File: src/rtl/evcc_pkg.sv
package evcc_pkg;

    typedef enum logic [1:0] {
        REG_CTRL = 2'd0,
        REG_TMR  = 2'd1,
        REG_CMP  = 2'd2,
        REG_CAP  = 2'd3
    } reg_sel_e;

    typedef enum logic [1:0] {
        EDGE_NONE = 2'b00,
        EDGE_RISE = 2'b01,
        EDGE_FALL = 2'b10,
        EDGE_BOTH = 2'b11
    } edge_sel_e;

    // bit 5 run, bit 4 overwrite on overrun, bits 3:2 edge, bit 1 compare mode, bit 0 external clock
    typedef struct packed {
        logic      run;
        logic      ovr_ovw;
        edge_sel_e edge_sel;
        logic      cmp_mode;
        logic      ext_clk;
    } ctrl_t;

    typedef enum logic [1:0] {
        CAP_EMPTY = 2'd0,
        CAP_ONE   = 2'd1,
        CAP_TWO   = 2'd2
    } cap_state_e;

    localparam int CTRL_W      = $bits(ctrl_t);
    localparam int OVR_CLR_BIT = 7;
    localparam int ST_NE_BIT   = 8;
    localparam int ST_FULL_BIT = 9;
    localparam int ST_OVR_BIT  = 10;

endpackage

File: src/rtl/evcc_sync.sv
module evcc_sync #(
    parameter int W      = 1,
    parameter int STAGES = 2
) (
    input  logic         clk,
    input  logic         rst_n,
    input  logic [W-1:0] din,
    output logic [W-1:0] lvl,
    output logic [W-1:0] rise,
    output logic [W-1:0] fall
);

    logic [W-1:0] stg_q [STAGES];
    logic [W-1:0] prev_q;

    always_ff @(posedge clk or negedge rst_n) begin
        if (!rst_n) begin
            for (int i = 0; i < STAGES; i++) begin
                stg_q[i] <= '0;
            end
            prev_q <= '0;
        end else begin
            stg_q[0] <= din;
            for (int i = 1; i < STAGES; i++) begin
                stg_q[i] <= stg_q[i-1];
            end
            prev_q <= stg_q[STAGES-1];
        end
    end

    always_comb begin
        lvl  = stg_q[STAGES-1];
        rise = stg_q[STAGES-1] & ~prev_q;
        fall = ~stg_q[STAGES-1] & prev_q;
    end

endmodule

File: src/rtl/evcc_timer.sv
module evcc_timer #(
    parameter int TW = 16
) (
    input  logic          clk,
    input  logic          rst_n,
    input  logic          run,
    input  logic          ext_sel,
    input  logic          ext_edge,
    input  logic          ext_up,
    input  logic          clr,
    input  logic          ld,
    input  logic [TW-1:0] ld_val,
    output logic [TW-1:0] val,
    output logic          moved
);

    logic step;
    logic up;

    always_comb begin
        step = run & (ext_sel ? ext_edge : 1'b1);
        up   = ext_sel ? ext_up : 1'b1;
    end

    // clear has priority over a register load, a load over a count step
    always_ff @(posedge clk or negedge rst_n) begin
        if (!rst_n) begin
            val   <= '0;
            moved <= 1'b0;
        end else if (clr) begin
            val   <= '0;
            moved <= 1'b0;
        end else if (ld) begin
            val   <= ld_val;
            moved <= 1'b0;
        end else if (step) begin
            val   <= up ? val + 1'b1 : val - 1'b1;
            moved <= 1'b1;
        end else begin
            moved <= 1'b0;
        end
    end

endmodule

File: src/rtl/evcc_compare.sv
module evcc_compare #(
    parameter int TW = 16
) (
    input  logic          clk,
    input  logic          rst_n,
    input  logic          en,
    input  logic          moved,
    input  logic [TW-1:0] val,
    input  logic [TW-1:0] ref_val,
    output logic          hit
);

    always_ff @(posedge clk or negedge rst_n) begin
        if (!rst_n) begin
            hit <= 1'b0;
        end else begin
            hit <= en & moved & (val == ref_val);
        end
    end

endmodule

File: src/rtl/evcc_capbuf.sv
module evcc_capbuf
    import evcc_pkg::*;
#(
    parameter int TW = 16
) (
    input  logic          clk,
    input  logic          rst_n,
    input  logic          cap,
    input  logic          pop,
    input  logic          ovw,
    input  logic          ovr_clr,
    input  logic [TW-1:0] din,
    output logic [TW-1:0] head,
    output logic          nonempty,
    output logic          full,
    output logic          ovr_flag
);

    cap_state_e    st_q, st_d;
    logic [TW-1:0] slot0_q, slot1_q;
    logic          ovr_hit;

    always_ff @(posedge clk or negedge rst_n) begin
        if (!rst_n) begin
            st_q <= CAP_EMPTY;
        end else begin
            st_q <= st_d;
        end
    end

    always_comb begin
        st_d    = st_q;
        ovr_hit = 1'b0;
        unique case (st_q)
            CAP_EMPTY: begin
                if (cap) st_d = CAP_ONE;
            end
            CAP_ONE: begin
                if (cap && !pop)      st_d = CAP_TWO;
                else if (!cap && pop) st_d = CAP_EMPTY;
            end
            CAP_TWO: begin
                if (pop && !cap)      st_d = CAP_ONE;
                else if (cap && !pop) ovr_hit = 1'b1;
            end
            default: st_d = CAP_EMPTY;
        endcase
    end

    always_ff @(posedge clk or negedge rst_n) begin
        if (!rst_n) begin
            slot0_q <= '0;
            slot1_q <= '0;
        end else begin
            unique case (st_q)
                CAP_EMPTY: begin
                    if (cap) slot0_q <= din;
                end
                CAP_ONE: begin
                    if (cap && pop) slot0_q <= din;
                    else if (cap)   slot1_q <= din;
                end
                CAP_TWO: begin
                    if (pop) begin
                        slot0_q <= slot1_q;
                        if (cap) slot1_q <= din;
                    end else if (cap && ovw) begin
                        slot1_q <= din;
                    end
                end
                default: begin
                    slot0_q <= slot0_q;
                end
            endcase
        end
    end

    // a fresh overrun wins over a clear in the same cycle
    always_ff @(posedge clk or negedge rst_n) begin
        if (!rst_n) begin
            ovr_flag <= 1'b0;
        end else if (ovr_hit) begin
            ovr_flag <= 1'b1;
        end else if (ovr_clr) begin
            ovr_flag <= 1'b0;
        end
    end

    always_comb begin
        nonempty = (st_q != CAP_EMPTY);
        full     = (st_q == CAP_TWO);
        head     = nonempty ? slot0_q : '0;
    end

endmodule

File: src/rtl/evcc_top.sv
module evcc_top
    import evcc_pkg::*;
#(
    parameter int TW          = 16,
    parameter int SYNC_STAGES = 2
) (
    input  logic          clk,
    input  logic          rst_n,
    input  logic          wr_en,
    input  logic [1:0]    wr_addr,
    input  logic [TW-1:0] wr_data,
    input  logic          rd_en,
    input  logic [1:0]    rd_addr,
    output logic [TW-1:0] rd_data,
    input  logic          tmr_clr,
    input  logic          ext_clk,
    input  logic          ext_dir,
    input  logic          cap_pin,
    output logic          match_o,
    output logic          irq_o
);

    localparam int EXT_W = 2;

    ctrl_t         ctrl_q;
    logic [TW-1:0] cmp_q;
    logic [TW-1:0] tmr_val;
    logic          tmr_moved;
    logic          ctl_run, ctl_ext, ctl_cmp;
    logic          wr_ctrl, wr_tmr, wr_cmp, pop_cap, ovr_clr;
    logic [EXT_W-1:0] ext_lvl, ext_rise, ext_fall;
    logic          cap_lvl, cap_rise, cap_fall;
    logic          ext_edge, cap_evt;
    logic [TW-1:0] cap_head;
    logic          st_nonempty, st_full, ovr_flag;
    logic          hit;
    logic          irq_q;
    logic [TW-1:0] stat_word;

    always_comb begin
        wr_ctrl = wr_en && (reg_sel_e'(wr_addr) == REG_CTRL);
        wr_tmr  = wr_en && (reg_sel_e'(wr_addr) == REG_TMR);
        wr_cmp  = wr_en && (reg_sel_e'(wr_addr) == REG_CMP);
        ovr_clr = wr_ctrl && wr_data[OVR_CLR_BIT];
        pop_cap = rd_en && (reg_sel_e'(rd_addr) == REG_CAP);
        ctl_run = ctrl_q.run;
        ctl_ext = ctrl_q.ext_clk;
        ctl_cmp = ctrl_q.cmp_mode;
    end

    always_ff @(posedge clk or negedge rst_n) begin
        if (!rst_n) begin
            ctrl_q <= '0;
            cmp_q  <= '0;
        end else begin
            if (wr_ctrl) ctrl_q <= ctrl_t'(wr_data[CTRL_W-1:0]);
            if (wr_cmp)  cmp_q  <= wr_data;
        end
    end

    // bit 0 external clock, bit 1 direction
    evcc_sync #(.W(EXT_W), .STAGES(SYNC_STAGES)) u_ext_sync (
        .clk  (clk),
        .rst_n(rst_n),
        .din  ({ext_dir, ext_clk}),
        .lvl  (ext_lvl),
        .rise (ext_rise),
        .fall (ext_fall)
    );

    evcc_sync #(.W(1), .STAGES(SYNC_STAGES)) u_cap_sync (
        .clk  (clk),
        .rst_n(rst_n),
        .din  (cap_pin),
        .lvl  (cap_lvl),
        .rise (cap_rise),
        .fall (cap_fall)
    );

    always_comb begin
        ext_edge = ext_rise[0] | ext_fall[0];
        unique case (ctrl_q.edge_sel)
            EDGE_NONE: cap_evt = 1'b0;
            EDGE_RISE: cap_evt = cap_rise;
            EDGE_FALL: cap_evt = cap_fall;
            EDGE_BOTH: cap_evt = cap_rise | cap_fall;
            default:   cap_evt = 1'b0;
        endcase
        cap_evt = cap_evt & ~ctl_cmp;
    end

    evcc_timer #(.TW(TW)) u_timer (
        .clk     (clk),
        .rst_n   (rst_n),
        .run     (ctl_run),
        .ext_sel (ctl_ext),
        .ext_edge(ext_edge),
        .ext_up  (ext_lvl[1]),
        .clr     (tmr_clr),
        .ld      (wr_tmr),
        .ld_val  (wr_data),
        .val     (tmr_val),
        .moved   (tmr_moved)
    );

    evcc_compare #(.TW(TW)) u_cmp (
        .clk    (clk),
        .rst_n  (rst_n),
        .en     (ctl_cmp),
        .moved  (tmr_moved),
        .val    (tmr_val),
        .ref_val(cmp_q),
        .hit    (hit)
    );

    evcc_capbuf #(.TW(TW)) u_capbuf (
        .clk     (clk),
        .rst_n   (rst_n),
        .cap     (cap_evt),
        .pop     (pop_cap),
        .ovw     (ctrl_q.ovr_ovw),
        .ovr_clr (ovr_clr),
        .din     (tmr_val),
        .head    (cap_head),
        .nonempty(st_nonempty),
        .full    (st_full),
        .ovr_flag(ovr_flag)
    );

    always_ff @(posedge clk or negedge rst_n) begin
        if (!rst_n) begin
            irq_q <= 1'b0;
        end else begin
            irq_q <= (ctl_cmp & tmr_moved & (tmr_val == cmp_q)) | cap_evt;
        end
    end

    always_comb begin
        stat_word                 = '0;
        stat_word[CTRL_W-1:0]     = ctrl_q;
        stat_word[ST_NE_BIT]      = st_nonempty;
        stat_word[ST_FULL_BIT]    = st_full;
        stat_word[ST_OVR_BIT]     = ovr_flag;
        unique case (reg_sel_e'(rd_addr))
            REG_CTRL: rd_data = stat_word;
            REG_TMR:  rd_data = tmr_val;
            REG_CMP:  rd_data = cmp_q;
            REG_CAP:  rd_data = cap_head;
            default:  rd_data = '0;
        endcase
        match_o = hit;
        irq_o   = irq_q;
    end

endmodule

File: config.mk
export PLATFORM = sky130hd
export DESIGN_NAME = evcc_top
export DESIGN_NICKNAME = d
export VERILOG_FILES = /design/src/rtl/evcc_pkg.sv /design/src/rtl/evcc_sync.sv /design/src/rtl/evcc_timer.sv /design/src/rtl/evcc_compare.sv /design/src/rtl/evcc_capbuf.sv /design/src/rtl/evcc_top.sv
export SDC_FILE = /design/constraint.sdc
export NUM_CORES = 1
export LEC_CHECK = 0
export BUFFER_PORTS_ARGS = -buffer_cell sky130_fd_sc_hd__buf_2
export CAP_MARGIN = 40
export CORE_MARGIN = 5
export CORE_UTILIZATION = 60
export CTS_CLUSTER_SIZE = 8
export DETAILED_ROUTE_END_ITERATION = 12
export PLACE_DENSITY = 0.81
export SLEW_MARGIN = 20
export SYNTH_ARGS = -nofsm -noshare
export SYNTH_HDL_FRONTEND = slang
export SYNTH_SLANG_ARGS = --single-unit
File: constraint.sdc
create_clock -name clk -period 3.1 [get_ports clk]
set_input_delay 0.62 -clock clk [delete_from_list [all_inputs] [get_ports clk]]
set_output_delay 0.62 -clock clk [all_outputs]
set_load 0.02 [all_outputs]
* Yosys cells after proc, flatten, opt, wreduce, memory -nomap -nowiden
Index checks and enable logic that the tools add are counted.
** Storage, ports and cells
- Input bits :: 28
- Output and inout bits :: 18
- Flip-flop bits (word level) :: 84
** Operators by class
- Add/sub/neg operators :: 2
- Bitwise logic cells :: 16
- Equal/unequal tests :: 18
- Mux-type cells :: 31
- Reduce and logical (&&, ||, !) cells :: 23
** Operator list (count)
- 2-to-1 mux 16 bit :: 12
- case mux 16 bit (4 select lines) :: 1
- case mux 16 bit (3 select lines) :: 1
- case mux 16 bit (2 select lines) :: 1
- adder 16 x 1 -> 16 bit, second input constant :: 1
- equality test 16 bit :: 1
- subtractor 16 x 1 -> 16 bit, second input constant :: 1
- equality test 2 bit, second input constant :: 6
- 2-to-1 mux 1 bit :: 10
- logical AND 1 bit :: 9
- AND 1 bit :: 8
- equality test 2 x 1 -> 1 bit, second input constant :: 4
- zero test 2 bit :: 4
- 2-to-1 mux 2 bit :: 4
- != test 2 x 1 -> 1 bit, second input constant :: 3
- != test 3 x 1 -> 1 bit, second input constant :: 2
- case mux 2 bit (3 select lines) :: 1
- AND reduction 3 bit :: 2
- nonzero test 2 bit :: 3
- nonzero test 3 bit :: 2
- NOT 1 bit :: 5
- != test 2 bit, second input constant :: 2
- case mux 1 bit (4 select lines) :: 1
- AND reduction 4 bit :: 1
- other kinds (2) :: 5

* Logic depth before layout (Yosys ltp)
Gate-level depths: netlist of run 1.
- Word-level depth :: 10
- Mapped depth :: 11
- Gate-level depth less buffers :: 9

* Hierarchy
Synthesis of run 1 repeated with hierarchy kept, for this count alone.
** Second synthesis, totals
- Cells, all modules :: 459
- Area total of the unflattened synthesis :: 5320.1 um^2
** Modules (own cells, without submodules)
- evcc_capbuf :: area each 1848.0 um^2, times used 1, sequential area each 875.8 um^2, cells each 136
- evcc_top :: area each 1571.5 um^2, times used 1, sequential area each 575.6 um^2, cells each 106
- evcc_timer :: area each 1401.3 um^2, times used 1, sequential area each 425.4 um^2, cells each 177
- evcc_compare :: area each 209.0 um^2, times used 1, sequential area each 25.0 um^2, cells each 23
- evcc_sync (u_ext_sync) :: area each 200.2 um^2, times used 1, sequential area each 150.1 um^2, cells each 12
- evcc_sync (u_cap_sync) :: area each 90.1 um^2, times used 1, sequential area each 75.1 um^2, cells each 5

* Worst setup path before layout of run 1
OpenSTA, ideal clock, no wires.
- Path type :: reg2reg
- From :: register u_ext_sync.stg_q (netlist bit u_ext_sync.lvl[1])
- To :: register u_timer.val[6]
- Setup time :: 77 ps
- Clock period less this slack :: 2523 ps
- Setup slack :: 577 ps
- Stages on the path, launching flop included :: 12
- Required time :: 3023 ps
- Arrival :: 2446 ps
- Buffers on the path :: 2
- Path through :: dfrtp_1 nand2b_1 buf_6 clkbuf_1 xnor2_1 ha_1 or3_1 a2111o_1 o22ai_1 nand2_1 xor2_1 a21oi_1
** On the way
- Word-level cells in the longest chain between the ends :: 5
** Ends and longest elaborated chain
- start, declared :: line evcc_sync.sv:13 : logic [W-1:0] stg_q [STAGES];
- start signal, assigned by index :: line evcc_sync.sv:25 : stg_q[i] <= stg_q[i-1];
- 2-to-1 mux 1 bit :: line evcc_timer.sv:22 : up = ext_sel ? ext_up : 1'b1;
- 2-to-1 mux 16 bit :: line evcc_timer.sv:37 : val <= up ? val + 1'b1 : val - 1'b1;
- 2-to-1 mux 16 bit :: line evcc_timer.sv:36 : end else if (step) begin
- 2-to-1 mux 16 bit :: line evcc_timer.sv:33 : end else if (ld) begin
- 2-to-1 mux 16 bit :: line evcc_timer.sv:30 : end else if (clr) begin
- end signal, assigned :: line evcc_timer.sv:34 : val <= ld_val;
- end signal, assigned :: line evcc_timer.sv:37
- end, declared :: line evcc_timer.sv:13 : output logic [TW-1:0] val,
No other way between the ends. The select of a mux whose other input is x is not followed.
A chain may end at the register's enable or synchronous reset.

* Final worst setup path of run 1
- From :: register u_capbuf.st_q[1]
- To :: output port rd_data[5]
** On the way
- Word-level cells in the longest chain between the ends :: 3
** Ends and longest elaborated chain
- start, declared :: line evcc_capbuf.sv:19 : cap_state_e st_q, st_d;
- start signal, assigned :: line evcc_capbuf.sv:27 : st_q <= st_d;
- nonzero test 2 bit :: line evcc_capbuf.sv:90 : nonempty = (st_q != CAP_EMPTY);
- 2-to-1 mux 16 bit :: line evcc_capbuf.sv:92 : head = nonempty ? slot0_q : '0;
- case mux 16 bit (4 select lines) :: line evcc_top.sv:144 : unique case (reg_sel_e'(rd_addr))
- end, declared :: line evcc_top.sv:14 : output logic [TW-1:0] rd_data,
No other way between the ends.

==> impl_metrics.csv, run 1 <==
group,metric,value,unit
power_and_ir_drop,leakage,2.38,nW
cts,cts_setup_buffers,0,
sta,tns,0,ns
finish,nets,581,
synth,async_reset_ff_share,100,%
detailed_routing,ant_nets,0,
placed_design,detailed_place_hpwl,8920,µm
synth,synth_fp_nets,554,
power_and_ir_drop,power_density,660,nW/µm²
synth,ys_ff_latch,84,
synth,ys_types,61,
synth,synth_top_area_share,43.2,%
synth,synth_xor_area_share,5.40,%
sta,finalCriticalPeriod,2.49,ns
synth,synth-adder-area-share,0.771,%
synth,netlist_instances,523,
sta,skew,0.00372,ns
detailed_routing,finalWirelength,12600,µm
floorplan,start_util,62.3,%
finish,diodes,0,
synth,synth_edf_count,0,
global_routing,antenna_found_initial,0,
synth,synth_top_family_by_area,"simple AND/OR/NAND/NOR gates",
detailed_routing,vias_per_cell,6.40,
synth,yosysTopAreaCell,"dfrtp_1",
placed_design,finalWeightedCongestion,0.934,
global_routing,grt_pass1_wl,20300,µm
synth,ys_seq_area_share,43.2,%
detailed_routing,first_pass_iters,6,
sta,rsz0062_at_grt,"false",
detailed_routing,drt-initial-drc-count,304,
min_path,hold_path_class,"in2async",
cts,cts_max_path_buffers,2,
detailed_routing,vias,4203,
sta,finalMaxSlewViolations,0,
global_routing,gr-usage-met3,4.31,%
synth,syn_area,4870,µm²
power_and_ir_drop,ir_drop,291,µV
global_routing,globalRouteMet2Util,41.6,%
worst_setup_path,worstPathMaxFanout,10,
synth,ys.flop_type,"dfrtp_1",
detailed_routing,wl_per_cell,19.1,µm
cts,root_buffer,"clkbuf_8",
global_routing,grt_busiest_layer,"met2",
job,drv_cap,0,
synth,yosysWarnings,0,
cts,cts_tree,"done",
floorplan,coreArea,7810,µm²
synth,synth_compound_area_share,16.3,%
synth,yosys.area_share.simple,19.5,%
worst_setup_path,start_kind,"flop",
cts,cts_made_buffers,9,
finish,drive_gt1_share,19.3,%
sta,slew_headroom,42.4,%
global_routing,grt-ovfl-total,0,
floorplan,die-area,10000,µm²
sta,hold_violations,0,
sta,tightest_slew,0.858,ns
detailed_routing,drc,0,
placed_design,port_buffers,45,
floorplan,die_w,100,µm
cts,ctsHoldBuffers,0,
cts,ctsResizeCount,0,
floorplan,die_h,100,µm
floorplan,ios,46,
global_routing,grtUsageMet1,35.8,%
finish,post-route-util,68.6,%
global_routing,grt_pass1_vias,3941,
sta,setup_viol,0,
outcome,status,"complete, no violations",
cts,htree_num_levels,3,
cts,insertion_delay,0.36,ns
sta,fmax,0.401,GHz
cts,clk_pin_slew,0.08,ns
worst_setup_path,required,2.48,ns
sta,period_share,80.4,%
synth,syn_area_per_cell,9.31,µm²
synth,synthMuxAreaShare,9.64,%
finish,syn_to_final_growth,10.1,%
worst_setup_path,critPathKind,"reg2out",
cts,clock_sinks,84,
floorplan,row_count,32,
global_routing,track_usage,25.7,%
worst_setup_path,cp.arrival,1.87,ns
worst_setup_path,worst_setup_path_end_kind,"output pin",
synth,synth_area_leaders,"dfrtp_1 43%, mux2_2 4.9%, nand2_1 4.6%, mux2_1 3.7%, nor2_1 3.5%",
global_routing,grt_max_degree,59,
## stage by stage
stage / instance area [µm²] / hold WS, ns / total power, mW / instances / worst slack [ns]
6_report: 5360 / 0.172 / 3.54 / 657 / 0.608
5_1_grt: 5360 / 0.188 / 3.74 / 657 / 0.489
4_1_cts: 5350 / 0.180 / 3.52 / 656 / 0.603
3_5_place_dp: 5140 / 0.345 / 2.73 / 640 / 0.587
3_3_place_gp: 5120 / 0.340 / 2.67 / 639 / 0.745
2_1_floorplan: 4870 / 0.324 / 2.38 / 523 / 0.577
## synthesized netlist by cell type, types with 3 or more instances
cell type,instances
clkbuf_1,27
ha_1,3
mux2_1,16
mux2i_1,3
nand3_1,6
nand2_1,60
nand2b_1,3
a22o_1,11
nor2b_1,19
o21ai_0,8
nor3b_1,3
o21ai_1,7
xnor2_1,11
buf_6,3
nor2_1,45
nor4_1,6
buf_2,10
a31oi_1,20
buf_1,3
nand4_1,6
a211oi_1,12
dfrtp_1,84
o22ai_1,10
or3_1,4
a21oi_1,31
and3_1,8
nor3_1,11
xor2_1,19
mux2_2,21
inv_1,15
## cells by family after synthesis
| group | count (synthesis) |
|---|---|
| flip-flops | 84 |
| AO/OA/AOI/OAI | 119 |
| adder cells (fa/ha/maj) | 3 |
| multiplexers | 41 |
| buffers and inverters | 58 |
| AND/OR/NAND/NOR | 188 |
| XOR/XNOR | 30 |
## worst paths after layout
kind | from | end | slack [ns] | cells after the start
worst min register to register | u_ext_sync.stg_q[2]$_DFF_PN0_ | u_ext_sync.lvl[0]$_DFF_PN0_ | 0.36 | 0
worst min-delay path | rst_n | u_capbuf.slot1_q[12]$_DFFE_PN0P_ | 0.17 | 1
worst max register to register | u_timer.val[5]$_DFFE_PN0P_ | u_timer.val[11]$_DFFE_PN0P_ | 0.71 | 6
max in group asynchronous | rst_n | u_ext_sync.lvl[1]$_DFF_PN0_ | 2.33 | 2
worst max-delay path | u_capbuf.st_q[1]$_DFFE_PN0P_ | rd_data[5] | 0.61 | 7
min in group clk | u_ext_sync.stg_q[2]$_DFF_PN0_ | u_ext_sync.lvl[0]$_DFF_PN0_ | 0.36 | 0
## report_power, final
group	switching [mW]	internal, mW
combinational	0.607	0.480
sequential	0.265	1.37
clock	0.399	0.414
total	1.27	2.27
## critical path, stage by stage, from the launching register on
cell and delay (ns):
dfrtp_1 0.45, nor2_1 0.14, buf_4 0.19, nor2b_1 0.06
buf_4 0.17, a21oi_1 0.19, a21oi_1 0.11, buf_2 0.20
## layout by cell type (no fill, tap or decap), drive strengths merged, types with 8 or more instances in the layout
cell type   n
dfrtp      84
nand2      60
buf        59
nor2       47
mux2       37
a21oi      31
a31oi      20
nor2b      19
xor2       19
o21ai      16
inv        15
a211oi     12
nor3       12
clkbuf     12
xnor2      11
a22o       11
o22ai      10
and3        8
## metal layers
layer	vias up	routed length, µm	share of wire, %
met2	176	6190	49
met5	-	0	0
met3	24	803	6.4
li1	1917	-	-
met4	0	231	1.8
met1	2086	5340	42
## sequential cells by signal, summed over array words and instances, names as in the netlist, 2 cells and up
register,flops
cmp_q,16
u_capbuf.st_q,2
u_ext_sync.lvl,2
u_timer.val,16
u_ext_sync.stg_q,2
ctrl_q,3
u_capbuf.slot1_q,16
u_capbuf.slot0_q,16
## cell type report
| class | instances | area [µm²] |
|---|---|---|
| multi-input cells | 381 | 2510 |
| inverters | 15 | 56.3 |
| flip-flops and latches | 84 | 2100 |
| repair buffers | 59 | 357 |
| clock inverters | 4 | 47.5 |
| well taps | 102 | 128 |
| clock buffers | 12 | 155 |
| fillers | 600 | 2450 |
(Power assumes the default switching activity.)
==> inputs of run 2 (changes only) <==
Clock period 3.1 ns to 2.5 ns, I/O delays scaled along.
==> run 2 against run 1 <==
  * Utilization grew 0.93 points
  * Worst setup slack worse by 0.50 ns
  * Sequential share of layout area down 0.52 points
  * Highest routed layer unchanged
  * Clock skew grew 0.0063 ns
  * Count of clock-buffer cells in the layout grew 1
==> impl_metrics.csv, run 2 (synthesized netlist as in run 1, its figures left out) <==
group,metric,value,unit
power_and_ir_drop,ir_drop,328,µV
power_and_ir_drop,leakage,2.42,nW
global_routing,gr-usage-met3,3.82,%
detailed_routing,finalWirelength,12800,µm
cts,clk_pin_slew,0.08,ns
power_and_ir_drop,power_density,816,nW/µm²
job,drv_cap,0,
detailed_routing,first_pass_iters,5,
floorplan,start_util,62.3,%
global_routing,grt_pass1_wl,21200,µm
detailed_routing,drt-initial-drc-count,331,
global_routing,track_usage,26.7,%
finish,mostFrequentLayoutCell,"dfrtp_1",
cts,insertion_delay,0.35,ns
finish,final_cell_mix,"84 x dfrtp_1, 60 x nand2_1, 44 x nor2_1, 44 x buf_2, 31 x a21oi_1",
cts,htree_num_levels,3,
detailed_routing,vias,4229,
cts,cts_made_buffers,9,
sta,setup_viol,0,
global_routing,grt_pass1_vias,4139,
global_routing,grt_max_degree,48,
worst_setup_path,required,2.74,ns
finish,diodes,0,
detailed_routing,drc,0,
floorplan,row_count,32,
outcome,status,"complete, no violations",
floorplan,ios,46,
sta,hold_violations,0,
cts,clock_sinks,84,
detailed_routing,ant_nets,0,
global_routing,grtUsageMet1,37.1,%
cts,cts_setup_buffers,0,
worst_setup_path,max_stage_delay,0.46,ns
cts,cts_tree,"done",
sta,slew_headroom,45.1,%
worst_setup_path,worst_setup_path_end_kind,"flop",
global_routing,grt_busiest_layer,"met2",
finish,drive_gt1_share,20.7,%
detailed_routing,vias_per_cell,6.34,
sta,fmax,0.419,GHz
placed_design,port_buffers,45,
cts,cts_max_path_buffers,2,
sta,finalCriticalPeriod,2.39,ns
worst_setup_path,start_kind,"flop",
sta,skew,0.0101,ns
placed_design,detailed_place_hpwl,9180,µm
sta,period_share,95.5,%
global_routing,grt-ovfl-total,0,
cts,ctsHoldBuffers,0,
floorplan,die_h,100,µm
min_path,hold_path_class,"in2async",
cts,root_buffer,"clkbuf_8",
worst_setup_path,path_buf_inv,0,
worst_setup_path,cp.arrival,2.62,ns
finish,syn_to_final_growth,11.6,%
sta,rsz0062_at_grt,"false",
worst_setup_path,cpLargestDelayFamily,"simple AND/OR/NAND/NOR gates",
sta,tns,0,ns
floorplan,die-area,10000,µm²
global_routing,antenna_found_initial,0,
floorplan,die_w,100,µm
placed_design,finalWeightedCongestion,0.952,
sta,hold-worst-slack,0.114,ns
worst_setup_path,worstPathMaxFanout,4,
finish,nets,591,
sta,tightest_slew,0.822,ns
worst_setup_path,cp_cell_sequence,"nand2b_1 -> xnor2_1 -> ha_1 -> or3_1 -> a2111o_1 -> nor3_1 -> nor4b_1 -> nand2_1 -> o211ai_1",
detailed_routing,wl_per_cell,19.2,µm
worst_setup_path,critPathKind,"reg2reg",
worst_setup_path,crit_slowest_cell,"a2111o_1",
global_routing,globalRouteMet2Util,43.9,%
floorplan,coreArea,7810,µm²
sta,finalMaxSlewViolations,0,
-- run 2: cell types whose count changed in the layout (fill, tap and decap cells not counted), sizes merged --
cell      delta
buf         +10
clkbuf       +1
clkinv       -2
clkinvlp     +1
-- run 2: final timing paths --
path	to	cells after the start	slack [ns]	startpoint
setup reg to reg	u_timer.val[12]$_DFFE_PN0P_	9	0.11	u_ext_sync.lvl[1]$_DFF_PN0_
max in group asynchronous	u_capbuf.slot0_q[4]$_DFFE_PN0P_	2	1.75	rst_n
hold / removal	u_capbuf.slot0_q[12]$_DFFE_PN0P_	1	0.11	rst_n
min in group clk	u_ext_sync.stg_q[3]$_DFF_PN0_	1	0.25	ext_dir
hold reg to reg	u_ext_sync.lvl[0]$_DFF_PN0_	0	0.36	u_ext_sync.stg_q[2]$_DFF_PN0_
setup / recovery	u_timer.val[12]$_DFFE_PN0P_	9	0.11	u_ext_sync.lvl[1]$_DFF_PN0_
-- run 2: stage by stage --
stage,setup slack [ns],area (µm²),cells,total power [mW],utilization (%)
floorplan,0.0224,4870,523,2.95,-
global placement,0.215,5220,651,3.34,66.8
detailed placement,0.160,5220,651,3.42,66.8
CTS,0.111,5430,667,4.41,69.5
global route,0.0127,5430,667,4.69,69.6
finish,0.112,5430,667,4.43,69.6
-- run 2: final cells by class --
| cell class | instances | area, µm² |
|---|---|---|
| flip-flops and latches | 84 | 2100 |
| fillers | 614 | 2380 |
| repair buffers | 69 | 420 |
| clock inverters | 3 | 45.0 |
| well taps | 102 | 128 |
| clock buffers | 13 | 159 |
| multi-input cells | 381 | 2520 |
| inverters | 15 | 56.3 |
-- run 2: layer usage --
metal,part of all wire (%),vias to the layer above
met1,42,2040
met3,7.2,27
met4,1.8,0
met2,49,225
li1,-,1937
met5,0,-
-- run 2: power by group --
group | total, mW | switching [mW] | internal, mW
sequential | 2.02 | 0.313 | 1.70
clock | 1.00 | 0.484 | 0.518
combinational | 1.41 | 0.789 | 0.625
total | 4.43 | 1.59 | 2.84
-- run 2: repair_timing --
| item | 4_1_cts | 5_1_grt |
|---|---|---|
| gates resized for setup | 1 | 1 |
| hold endpoints to repair | 0 | 0 |
| endpoints found under the setup margin | 8 | 3 |
-- run 2: worst register-to-register path: cells and delay by family (launching register included) --
kind | cells | cell delay (ns)
XOR/XNOR | 1 | 0.14
AND/OR/NAND/NOR | 5 | 1.00
adder cells (fa/ha/maj) | 1 | 0.19
flip-flops | 1 | 0.41
AO/OA/AOI/OAI | 2 | 0.54
